<file path="src/rtl/bsz_pkg.sv">
package bsz_pkg;
  typedef enum logic [1:0] {SZ_BYTE = 2'd0, SZ_WORD = 2'd1, SZ_LONG = 2'd2} size_e;

  // big-endian lane mask: offset 0 is the MSB lane
  function automatic logic [3:0] lane_mask(input logic [1:0] off, input logic [1:0] sz);
    logic [3:0] m;
    case (sz)
      SZ_BYTE: m = 4'b1000 >> off;
      SZ_WORD: m = off[1] ? 4'b0011 : 4'b1100;
      default: m = 4'b1111;
    endcase
    return m;
  endfunction

  function automatic logic [31:0] lane_bits(input logic [3:0] m);
    logic [31:0] r;
    for (int i = 0; i < 4; i++) r[8*i +: 8] = {8{m[i]}};
    return r;
  endfunction
endpackage

</file>
<file path="src/rtl/bsz_plan.sv">
module bsz_plan import bsz_pkg::*; #(
  parameter int N_REGIONS = 4,
  parameter int ADDR_W = 32,
  parameter int RSEL_W = 2,
  parameter logic [2*N_REGIONS-1:0] REGION_WIDTH = '0,
  parameter logic [2*N_REGIONS-1:0] REGION_STATES = '0
) (
  input  logic [RSEL_W-1:0] region_i,
  input  logic [ADDR_W-1:0] addr_i,
  input  logic [1:0]        size_i,
  input  logic              fetch_i,
  input  logic              we_i,
  output logic [ADDR_W-1:0] base_o,
  output logic [1:0]        sub_sz_o,
  output logic [1:0]        n_sub_m1_o,
  output logic [1:0]        states_m1_o,
  output logic              we_o
);
  logic [1:0] reg_w [N_REGIONS];
  logic [1:0] reg_s [N_REGIONS];

  for (genvar g = 0; g < N_REGIONS; g++) begin : g_cfg
    assign reg_w[g] = REGION_WIDTH[2*g +: 2];
    assign reg_s[g] = REGION_STATES[2*g +: 2];
  end

  logic [1:0] eff, rw, diff;

  always_comb begin
    eff = fetch_i ? SZ_LONG : ((size_i > SZ_LONG) ? SZ_LONG : size_i);
    rw  = (reg_w[region_i] > SZ_LONG) ? SZ_LONG : reg_w[region_i];
    sub_sz_o = (eff < rw) ? eff : rw;
    diff = eff - sub_sz_o;
    case (diff)
      2'd0:    n_sub_m1_o = 2'd0;
      2'd1:    n_sub_m1_o = 2'd1;
      default: n_sub_m1_o = 2'd3;
    endcase
    case (eff)
      SZ_BYTE: base_o = addr_i;
      SZ_WORD: base_o = {addr_i[ADDR_W-1:1], 1'b0};
      default: base_o = {addr_i[ADDR_W-1:2], 2'b00};
    endcase
    states_m1_o = (reg_s[region_i] >= 2'd3) ? 2'd2 : 2'd1;
    we_o = we_i & ~fetch_i;
  end
endmodule

</file>
<file path="src/rtl/bsz_seq.sv">
module bsz_seq (
  input  logic       clk_i,
  input  logic       rst_ni,
  input  logic       start_i,
  input  logic [1:0] n_sub_m1_i,
  input  logic [1:0] states_m1_i,
  output logic       busy_o,
  output logic [1:0] sub_idx_o,
  output logic       sub_end_o,
  output logic       done_o
);
  logic [1:0] st_cnt, r_nm1, r_sm1;

  assign sub_end_o = busy_o & (st_cnt == r_sm1);
  assign done_o    = sub_end_o & (sub_idx_o == r_nm1);

  always_ff @(posedge clk_i or negedge rst_ni) begin
    if (!rst_ni) begin
      busy_o    <= 1'b0;
      sub_idx_o <= '0;
      st_cnt    <= '0;
      r_nm1     <= '0;
      r_sm1     <= '0;
    end else if (start_i) begin
      busy_o    <= 1'b1;
      sub_idx_o <= '0;
      st_cnt    <= '0;
      r_nm1     <= n_sub_m1_i;
      r_sm1     <= states_m1_i;
    end else if (busy_o) begin
      if (sub_end_o) begin
        st_cnt <= '0;
        if (done_o) busy_o <= 1'b0;
        else        sub_idx_o <= sub_idx_o + 2'd1;
      end else begin
        st_cnt <= st_cnt + 2'd1;
      end
    end
  end


  lock_hold_chk: assert property (@(posedge clk_i) disable iff (!rst_ni)
    busy_o && !done_o |=> busy_o);

  state_bound_chk: assert property (@(posedge clk_i) disable iff (!rst_ni)
    busy_o |-> st_cnt <= r_sm1);

  done_in_busy_chk: assert property (@(posedge clk_i) disable iff (!rst_ni)
    done_o |=> !busy_o);
endmodule

</file>
<file path="src/rtl/bsz_lanes.sv">
module bsz_lanes import bsz_pkg::*; (
  input  logic        clk_i,
  input  logic        rst_ni,
  input  logic        clear_i,
  input  logic        active_i,
  input  logic        capture_i,
  input  logic [1:0]  off_i,
  input  logic [1:0]  sub_sz_i,
  input  logic [31:0] bus_rdata_i,
  output logic [3:0]  strb_o,
  output logic [31:0] rdata_o
);
  logic [31:0] acc, lbits;

  assign strb_o  = active_i ? lane_mask(off_i, sub_sz_i) : 4'b0000;
  assign lbits   = lane_bits(strb_o);
  assign rdata_o = acc | (bus_rdata_i & lbits);

  always_ff @(posedge clk_i or negedge rst_ni) begin
    if (!rst_ni)        acc <= '0;
    else if (clear_i)   acc <= '0;
    else if (capture_i) acc <= acc | (bus_rdata_i & lbits);
  end

  // each sub-access fills lanes not yet filled
  lane_fresh_chk: assert property (@(posedge clk_i) disable iff (!rst_ni)
    capture_i |-> (acc & lbits) == 32'h0);
endmodule

</file>
<file path="src/rtl/bus_sizer.sv">
module bus_sizer import bsz_pkg::*; #(
  parameter int N_REGIONS = 4,
  parameter int ADDR_W = 32,
  parameter int RSEL_W = (N_REGIONS > 1) ? $clog2(N_REGIONS) : 1,
  // per region, 2 bits each: 0 = 8-bit, 1 = 16-bit, 2 = 32-bit
  parameter logic [2*N_REGIONS-1:0] REGION_WIDTH = {2'd2, 2'd0, 2'd1, 2'd0},
  // per region, 2 bits each: states per access (2 or 3)
  parameter logic [2*N_REGIONS-1:0] REGION_STATES = {2'd3, 2'd3, 2'd2, 2'd2}
) (
  input  logic              clk_i,
  input  logic              rst_ni,
  input  logic              req_i,
  input  logic [ADDR_W-1:0] addr_i,
  input  logic [1:0]        size_i,
  input  logic              we_i,
  input  logic              fetch_i,
  input  logic [RSEL_W-1:0] region_i,
  input  logic [31:0]       wdata_i,
  output logic              ready_o,
  output logic [31:0]       rdata_o,
  output logic              lock_o,
  output logic [ADDR_W-1:0] bus_addr_o,
  output logic              bus_rd_o,
  output logic              bus_wr_o,
  output logic [3:0]        bus_strb_o,
  output logic [31:0]       bus_wdata_o,
  output logic [RSEL_W-1:0] bus_region_o,
  input  logic [31:0]       bus_rdata_i
);
  logic [ADDR_W-1:0] p_base, r_base;
  logic [1:0] p_sub_sz, p_nm1, p_sm1, r_sub_sz, sub_idx;
  logic p_we, r_we, busy, sub_end, done, accept;

  bsz_plan #(
    .N_REGIONS(N_REGIONS), .ADDR_W(ADDR_W), .RSEL_W(RSEL_W),
    .REGION_WIDTH(REGION_WIDTH), .REGION_STATES(REGION_STATES)
  ) u_plan (
    .region_i(region_i), .addr_i(addr_i), .size_i(size_i), .fetch_i(fetch_i), .we_i(we_i),
    .base_o(p_base), .sub_sz_o(p_sub_sz), .n_sub_m1_o(p_nm1), .states_m1_o(p_sm1), .we_o(p_we)
  );

  assign accept = req_i & ~busy;

  bsz_seq u_seq (
    .clk_i(clk_i), .rst_ni(rst_ni), .start_i(accept), .n_sub_m1_i(p_nm1), .states_m1_i(p_sm1),
    .busy_o(busy), .sub_idx_o(sub_idx), .sub_end_o(sub_end), .done_o(done)
  );

  always_ff @(posedge clk_i or negedge rst_ni) begin
    if (!rst_ni) begin
      r_base       <= '0;
      r_sub_sz     <= '0;
      r_we         <= 1'b0;
      bus_wdata_o  <= '0;
      bus_region_o <= '0;
    end else if (accept) begin
      r_base       <= p_base;
      r_sub_sz     <= p_sub_sz;
      r_we         <= p_we;
      bus_wdata_o  <= wdata_i;
      bus_region_o <= region_i;
    end
  end

  assign bus_addr_o = r_base + (ADDR_W'(sub_idx) << r_sub_sz);
  assign bus_rd_o   = busy & ~r_we;
  assign bus_wr_o   = busy & r_we;
  assign lock_o     = busy;
  assign ready_o    = done;

  bsz_lanes u_lanes (
    .clk_i(clk_i), .rst_ni(rst_ni), .clear_i(accept), .active_i(busy),
    .capture_i(sub_end & ~r_we), .off_i(bus_addr_o[1:0]), .sub_sz_i(r_sub_sz),
    .bus_rdata_i(bus_rdata_i), .strb_o(bus_strb_o), .rdata_o(rdata_o)
  );


  rd_wr_excl_chk: assert property (@(posedge clk_i) disable iff (!rst_ni)
    !(bus_rd_o && bus_wr_o));

  addr_stable_chk: assert property (@(posedge clk_i) disable iff (!rst_ni)
    lock_o && !sub_end |=> $stable(bus_addr_o));

  fetch_align_chk: assert property (@(posedge clk_i) disable iff (!rst_ni)
    accept && fetch_i |=> bus_addr_o[1:0] == 2'b00 && bus_rd_o);

  lock_release_chk: assert property (@(posedge clk_i) disable iff (!rst_ni)
    ready_o |=> !lock_o);

  region_hold_chk: assert property (@(posedge clk_i) disable iff (!rst_ni)
    lock_o && !ready_o |=> $stable(bus_region_o) && $stable(bus_wdata_o));

  strb_nonzero_chk: assert property (@(posedge clk_i) disable iff (!rst_ni)
    lock_o |-> bus_strb_o != 4'b0000);
endmodule

</file>
<file path="config.mk">
export PLATFORM = sky130hd
export DESIGN_NAME = bus_sizer
export DESIGN_NICKNAME = d
export VERILOG_FILES = /design/src/rtl/bsz_pkg.sv /design/src/rtl/bsz_plan.sv /design/src/rtl/bsz_seq.sv /design/src/rtl/bsz_lanes.sv /design/src/rtl/bus_sizer.sv
export SDC_FILE = /design/constraint.sdc
export NUM_CORES = 1
export LEC_CHECK = 0
export ABC_AREA = 0
export BUFFER_PORTS_ARGS = -buffer_cell sky130_fd_sc_hd__buf_4
export CORE_ASPECT_RATIO = 0.75
export CORE_UTILIZATION = 53
export CTS_CLUSTER_SIZE = 10
export DETAILED_ROUTE_END_ITERATION = 16
export HOLD_SLACK_MARGIN = 0.06
export PLACE_DENSITY = 0.91
export SYNTH_ARGS = -nofsm -noshare
export SYNTH_HDL_FRONTEND = slang
export SYNTH_SLANG_ARGS = --single-unit
export TNS_END_PERCENT = 10
</file>
<file path="constraint.sdc">
create_clock -name clk_i -period 6.1 [get_ports clk_i]
set_input_delay 1.83 -clock clk_i [delete_from_list [all_inputs] [get_ports clk_i]]
set_output_delay 1.83 -clock clk_i [all_outputs]
set_load 0.05 [all_outputs]
</file>
== Yosys cells after proc, flatten, opt, wreduce, memory -nomap -nowiden ==
Index checks and enable logic that the tools add are counted.

* Register bits: 110
* Bits in latches: 0
* Bits in writable memories: 0
* Memory bits (read-only): 0
* Input bits: 105
* Output and inout bits: 106
* Memories kept: 0

* Add/subtract/negate cells: 4
* Multiply operators: 0
* Div/mod/pow operators: 0
* Order comparisons: 5
* Equal/unequal tests: 6
* Shift operators: 2
* Multiplexer cells: 29
* Bitwise operators: 13
* Reductions and logical operators: 7

{| class="wikitable"
|+ Operator list
! cell !! count
|-
| 32-bit 2-to-1 mux || 2
|-
| 32-bit adder || 1
|-
| 32-bit AND || 1
|-
| 2-bit 2-to-1 mux || 16
|-
| 32-bit OR || 1
|-
| 2-bit by 2-bit left shift with 32-bit output || 1
|-
| 2-bit binary-select mux with 2-bit select || 2
|-
| 4-bit 2-to-1 mux || 2
|-
| 2-bit one-hot mux with 2 select lines || 2
|-
| 4-bit one-hot mux with 2 select lines || 1
|-
| 1-bit AND || 7
|-
| 2-bit by 1-bit equality test with 1-bit output (second input constant) || 3
|-
| 2-bit zero test || 3
|-
| 2-bit nonzero test || 3
|-
| 2-bit by 1-bit adder with 2-bit output (second input constant) || 2
|-
| 2-bit equality test || 2
|-
| 2-bit greater-than comparator (second input constant) || 2
|-
| 1-bit 2-to-1 mux || 4
|-
| 4-bit by 2-bit right shift with 4-bit output (first input constant) || 1
|-
| 3-bit >= comparator (second input constant) || 1
|-
| 1-bit inverter || 3
|-
| 2-bit inverter with 3-bit output || 1
|-
| 3-bit AND reduction || 1
|-
| 2-bit >= comparator (second input constant) || 1
|-
| 3 further kinds || 3
|}

== Depth between registers and ports, before layout ==
* Depth after elaboration: 11
* Mapped depth: 10
* Depth with buffers taken out: 9

== Hierarchy ==
Synthesis repeated with hierarchy kept, for this count alone.

* Cell total of the unflattened synthesis: 514
* Area total of the unflattened synthesis: 5853.1 µm²

{| class="wikitable"
|+ Modules (own cells, without submodules)
! module !! instances !! cells each !! area each (µm²) !! sequential area each (µm²)
|-
| bus_sizer || 1 || 251 || 3311.9 || 1726.7
|-
| bsz_lanes || 1 || 176 || 1714.1 || 800.8
|-
| bsz_seq || 1 || 36 || 430.4 || 225.2
|-
| bsz_plan || 1 || 51 || 396.6 || 0.0
|}

== Least setup slack after synthesis ==
Ideal clock, no wire load.

* Kind: reg-to-output
* Start point: register r_sub_sz[0]
* End point: output port rdata_o[0]
* Arrival: 3.410 ns
* Data required time: 4.270 ns
* Slack: 0.860 ns
* Stages on the path, launching flop included: 11
* Path buffers: 3
* Cells stage by stage: dfrtp_1 > clkbuf_1 > mux2i_1 > nor2_1 > fa_1 > inv_1 > nor2_1 > o21a_1 > clkbuf_1 > clkbuf_1 > a21o_1

* Word-level cells in the longest chain between the ends: 7
* Elaborated cells between the ends (all ways): 10
* Those cells by class: add/sub (1); eq/ne (1); shift (2); mux (3); bitwise (2); reduce/logical (1)

{| class="wikitable"
|+ Ends and longest elaborated chain
! item !! RTL line !! text
|-
| start: declaration || bus_sizer.sv:31 || <nowiki>logic [1:0] p_sub_sz, p_nm1, p_sm1, r_sub_sz, sub_idx;</nowiki>
|-
| start signal: assignment || bus_sizer.sv:58 || <nowiki>r_sub_sz <= p_sub_sz;</nowiki>
|-
| 2-bit by 2-bit left shift with 32-bit output (*) || bus_sizer.sv:65 || <nowiki>assign bus_addr_o = r_base + (ADDR_W'(sub_idx) << r_sub_sz);</nowiki>
|-
| 32-bit adder (*) || bus_sizer.sv:65 ||
|-
| named net bus_addr_o[1] || bus_sizer.sv:22 || <nowiki>output logic [ADDR_W-1:0] bus_addr_o,</nowiki>
|-
| 4-bit by 2-bit right shift with 4-bit output / 4-bit 2-to-1 mux (equally long branches) || bsz_pkg.sv:8, bsz_pkg.sv:9 ||
|-
| 4-bit one-hot mux with 2 select lines (*) || bsz_pkg.sv:7 || <nowiki>case (sz)</nowiki>
|-
| 4-bit 2-to-1 mux (*) || bsz_lanes.sv:15 || <nowiki>assign strb_o = active_i ? lane_mask(off_i, sub_sz_i) : 4'b0000;</nowiki>
|-
| named net bus_strb_o[0] || bus_sizer.sv:25 || <nowiki>output logic [3:0] bus_strb_o,</nowiki>
|-
| 32-bit AND (*) || bsz_lanes.sv:17 || <nowiki>assign rdata_o = acc | (bus_rdata_i & lbits);</nowiki>
|-
| 32-bit OR (*) || bsz_lanes.sv:17 ||
|-
| end: declaration || bus_sizer.sv:20 || <nowiki>output logic [31:0] rdata_o,</nowiki>
|}

The timed path passes the listed nets; every way through them passes the cells marked *.

== Worst setup path after layout ==
* Start point: register r_sub_sz[0]
* End point: output port rdata_o[13]

* Word-level cells in the longest chain between the ends: 7
* Elaborated cells between the ends (all ways): 10
* Those cells by class: add/sub (1); eq/ne (1); shift (2); mux (3); bitwise (2); reduce/logical (1)

{| class="wikitable"
|+ Ends and longest elaborated chain
! item !! RTL line
|-
| 2-bit by 2-bit left shift with 32-bit output || bus_sizer.sv:65
|-
| 32-bit adder || bus_sizer.sv:65
|-
| 4-bit by 2-bit right shift with 4-bit output / 4-bit 2-to-1 mux (equally long branches) || bsz_pkg.sv:8, bsz_pkg.sv:9
|-
| 4-bit one-hot mux with 2 select lines (*) || bsz_pkg.sv:7
|-
| 4-bit 2-to-1 mux (*) || bsz_lanes.sv:15
|-
| 32-bit AND (*) || bsz_lanes.sv:17
|-
| 32-bit OR (*) || bsz_lanes.sv:17
|}

Mark *: on every way between the ends. The rest lies on a longest branch, timed or not.

==> flow_summary.toml <==
[die]
initial_utilization = 0.554
die_w_um = 119
num_rows = 31
die_area_sq_um = 10700
coreArea_sq_um = 9810
ios = 211
die_h_um = 89.7

[setup_path]
critPathMaxFanout = 17
crit_type = "flop to primary output"
r2r_slack_ns = 3.26
required_ns = 4.27
crit_path_end_kind = "primary output"
crit_path_start_kind = "flop"
crit_slowest_cell = "nor2b_1"
max_stage_delay_ns = 0.89
crit_family = "simple AND/OR/NAND/NOR gates"
critical_path_arrival_ns = 3.27
cp_num_buf_inv = 1
critical_path.cell_chain = "mux2i_1 -> nor2_1 -> fa_1 -> a21oi_1 -> nor2b_1 -> a21o_1 -> buf_4"

[clocking]
cts_hold_buf = 0
cts_setup_buffers = 0
cts_sinks = 109
h-tree-depth = 3
clk_pin_slew_ns = 0.08
cts_tree = "built"
cts_root_buf = "clkbuf_16"
cts_resized = 0
numCtsBuffers = 9
clkLatencyLatePin_ns = 0.35
clk_path_buf_depth = 2

[logic_synthesis]
syn_inst = 590
yosysUniqueCellTypes = 42
syn_nets = 705
synth_compound_gate_area_share = 0.154
synth_area_leader_cell = "dfrtp_1"
seq_area_frac_synth = 0.502
synthAdderAreaFrac = 0.0244
synth_top_family_by_area = "simple AND/OR/NAND/NOR gates"
synthTopCellsByArea = "dfrtp_1 50%, nand2_1 15%, a32o_1 5.9%"
syn_area_per_cell_sq_um = 9.22
synth_edf_count = 0
synth_area_sq_um = 5440
synthMuxAreaShare = 0.00391
yosys_register_bits = 109
synth-simple-area-share = 0.223
synth-xor-area-share = 0.0580
synth-warning-count = 0
async_flop_share = 1.00
yosysTopAreaCellShare = 0.502
synth_ff_type = "dfrtp_1"

[sta]
slew-limit-headroom = 0.120
slew_violations = 0
setup_violations = 0
final.setup_skew_ns = 0.00834
tightest_slew_ns = 1.32
fin_setup_tns_ns = 0
rsz0062_at_grt = "false"
fmax_ghz = 0.196
hold_violations = 0
period_needed_ns = 5.10
min_period_over_period = 0.835

[global_routing]
grt_overflow = 0
grt_pass1_vias = 5030
grtUsageTotal = 0.283
grt_pass1_wl_mm = 24.1
grt_max_degree = 106
antenna_found_initial = 0

[final_layout]
post-route-util = 0.749
finalNetCount = 886
design_area_sq_um = 7350
final_cell_mix = "212 x nand2_1, 212 x buf_4, 109 x dfrtp_1"
synthToLayoutAreaGrowth_pct = 35.2
layout-drive-gt1-share = 0.305
diodes = 0
nFillCells = 705

[detailed_routing]
ant_nets = 0
remaining_drc_errors = 0
routedWlPerCell_um = 16.1
first_pass_iters = 5
viasPerCell = 5.52
drt_iter0_markers = 300
drt_wl_total_mm = 14.6
vias = 5011

[placed_design]
gp_congestion = 0.870
io_buffers = 210
place_area_sq_um = 7050
place.detailed.hpwl_mm = 10.5

[run]
maxCapViolations = 0

[worst_hold_path]
min_path_type = "flop to flop"

[status]
status = "finished, final reports clean"
[final timing paths]
check,from,to,depth (start not counted)
hold / removal,bus_wdata_o[6],bus_wdata_o[6],2
setup / recovery,r_sub_sz[0],rdata_o[13],7
max in group asynchronous,rst_ni,u_seq.st_cnt[0],2
hold reg to reg,bus_wdata_o[6],bus_wdata_o[6],2
setup reg to reg,r_sub_sz[0],u_lanes.acc[8],6
min in group asynchronous,rst_ni,u_lanes.acc[20],1
[Yosys cell counts, drive strengths merged, types with 2 or more instances]
cell and number:
a21oi 8, xor2 7, and4 5, nand3 13
inv 7, o21ai 7, nor2 15, o2111ai 6
nand2 212, nand4 10, o21a 2, o211ai 2
nand4b 2, clkbuf 38, a32o 32, a211oi 3
and2 6, nor2b 6, ha 9, nand2b 2
a31oi 4, nand3b 2, buf 4, xnor2 29
and3 4, dfrtp 109, a21o 34
[tightest hold or removal path: stages, from the launching register on]
cell	delay, ns
dfrtp_1	0.35
nand2_1	0.05
nand2_1	0.05
[sequential cells by signal, summed over array words and instances (netlist names)]
signal and count:
u_seq.st_cnt 2, r_sub_sz 2, u_lanes.acc 32, u_seq.r_nm1 2, u_seq.r_sm1 1, r_base 32, bus_region_o 2, r_we 1
u_seq.sub_idx_o 2, bus_wdata_o 32, u_seq.busy_o 1
[per-stage QoR]
step | hold WS (ns) | setup WS (ns) | std cells
2_1_floorplan | 0.445 | 0.860 | 590
3_3_place_gp | 0.459 | 1.59 | 892
3_5_place_dp | 0.467 | 1.36 | 892
4_1_cts | 0.491 | 1.00 | 907
5_1_grt | 0.503 | 0.735 | 907
6_report | 0.487 | 1.00 | 907
[area by class of cell]
cell class | instances | area (sq um) | area share
clock inverter | 6 | 78.8 | 0.0107
sequential | 109 | 2730 | 0.371
multi-input combinational | 432 | 2540 | 0.345
clock buffer | 9 | 225 | 0.0306
inverter | 7 | 26.3 | 0.00357
tap | 132 | 165 | 0.0225
timing repair buffer | 212 | 1590 | 0.216
[layer usage]
metal / part of all wire / GRT usage / vias to the layer above
li1: - / - / 2370
met1: 0.41 / 0.343 / 2426
met2: 0.50 / 0.481 / 190
met3: 0.073 / 0.0793 / 25
met4: 0.020 / 0.102 / 0
met5: 0 / 0 / -
[cells by family (layout without fill, tap and decap cells)]
kind of cell | Yosys count | in the layout
AND/OR/NAND/NOR | 281 | 281
flip-flops | 109 | 109
AO/OA/AOI/OAI | 103 | 103
buffers and inverters | 49 | 234
XOR/XNOR | 36 | 36
adder cells (fa/ha/maj) | 10 | 10
multiplexers | 2 | 2
Power is left out: the tool's default activity adds up to more than one toggle a clock period on the data nets, which glitch-free logic cannot reach.
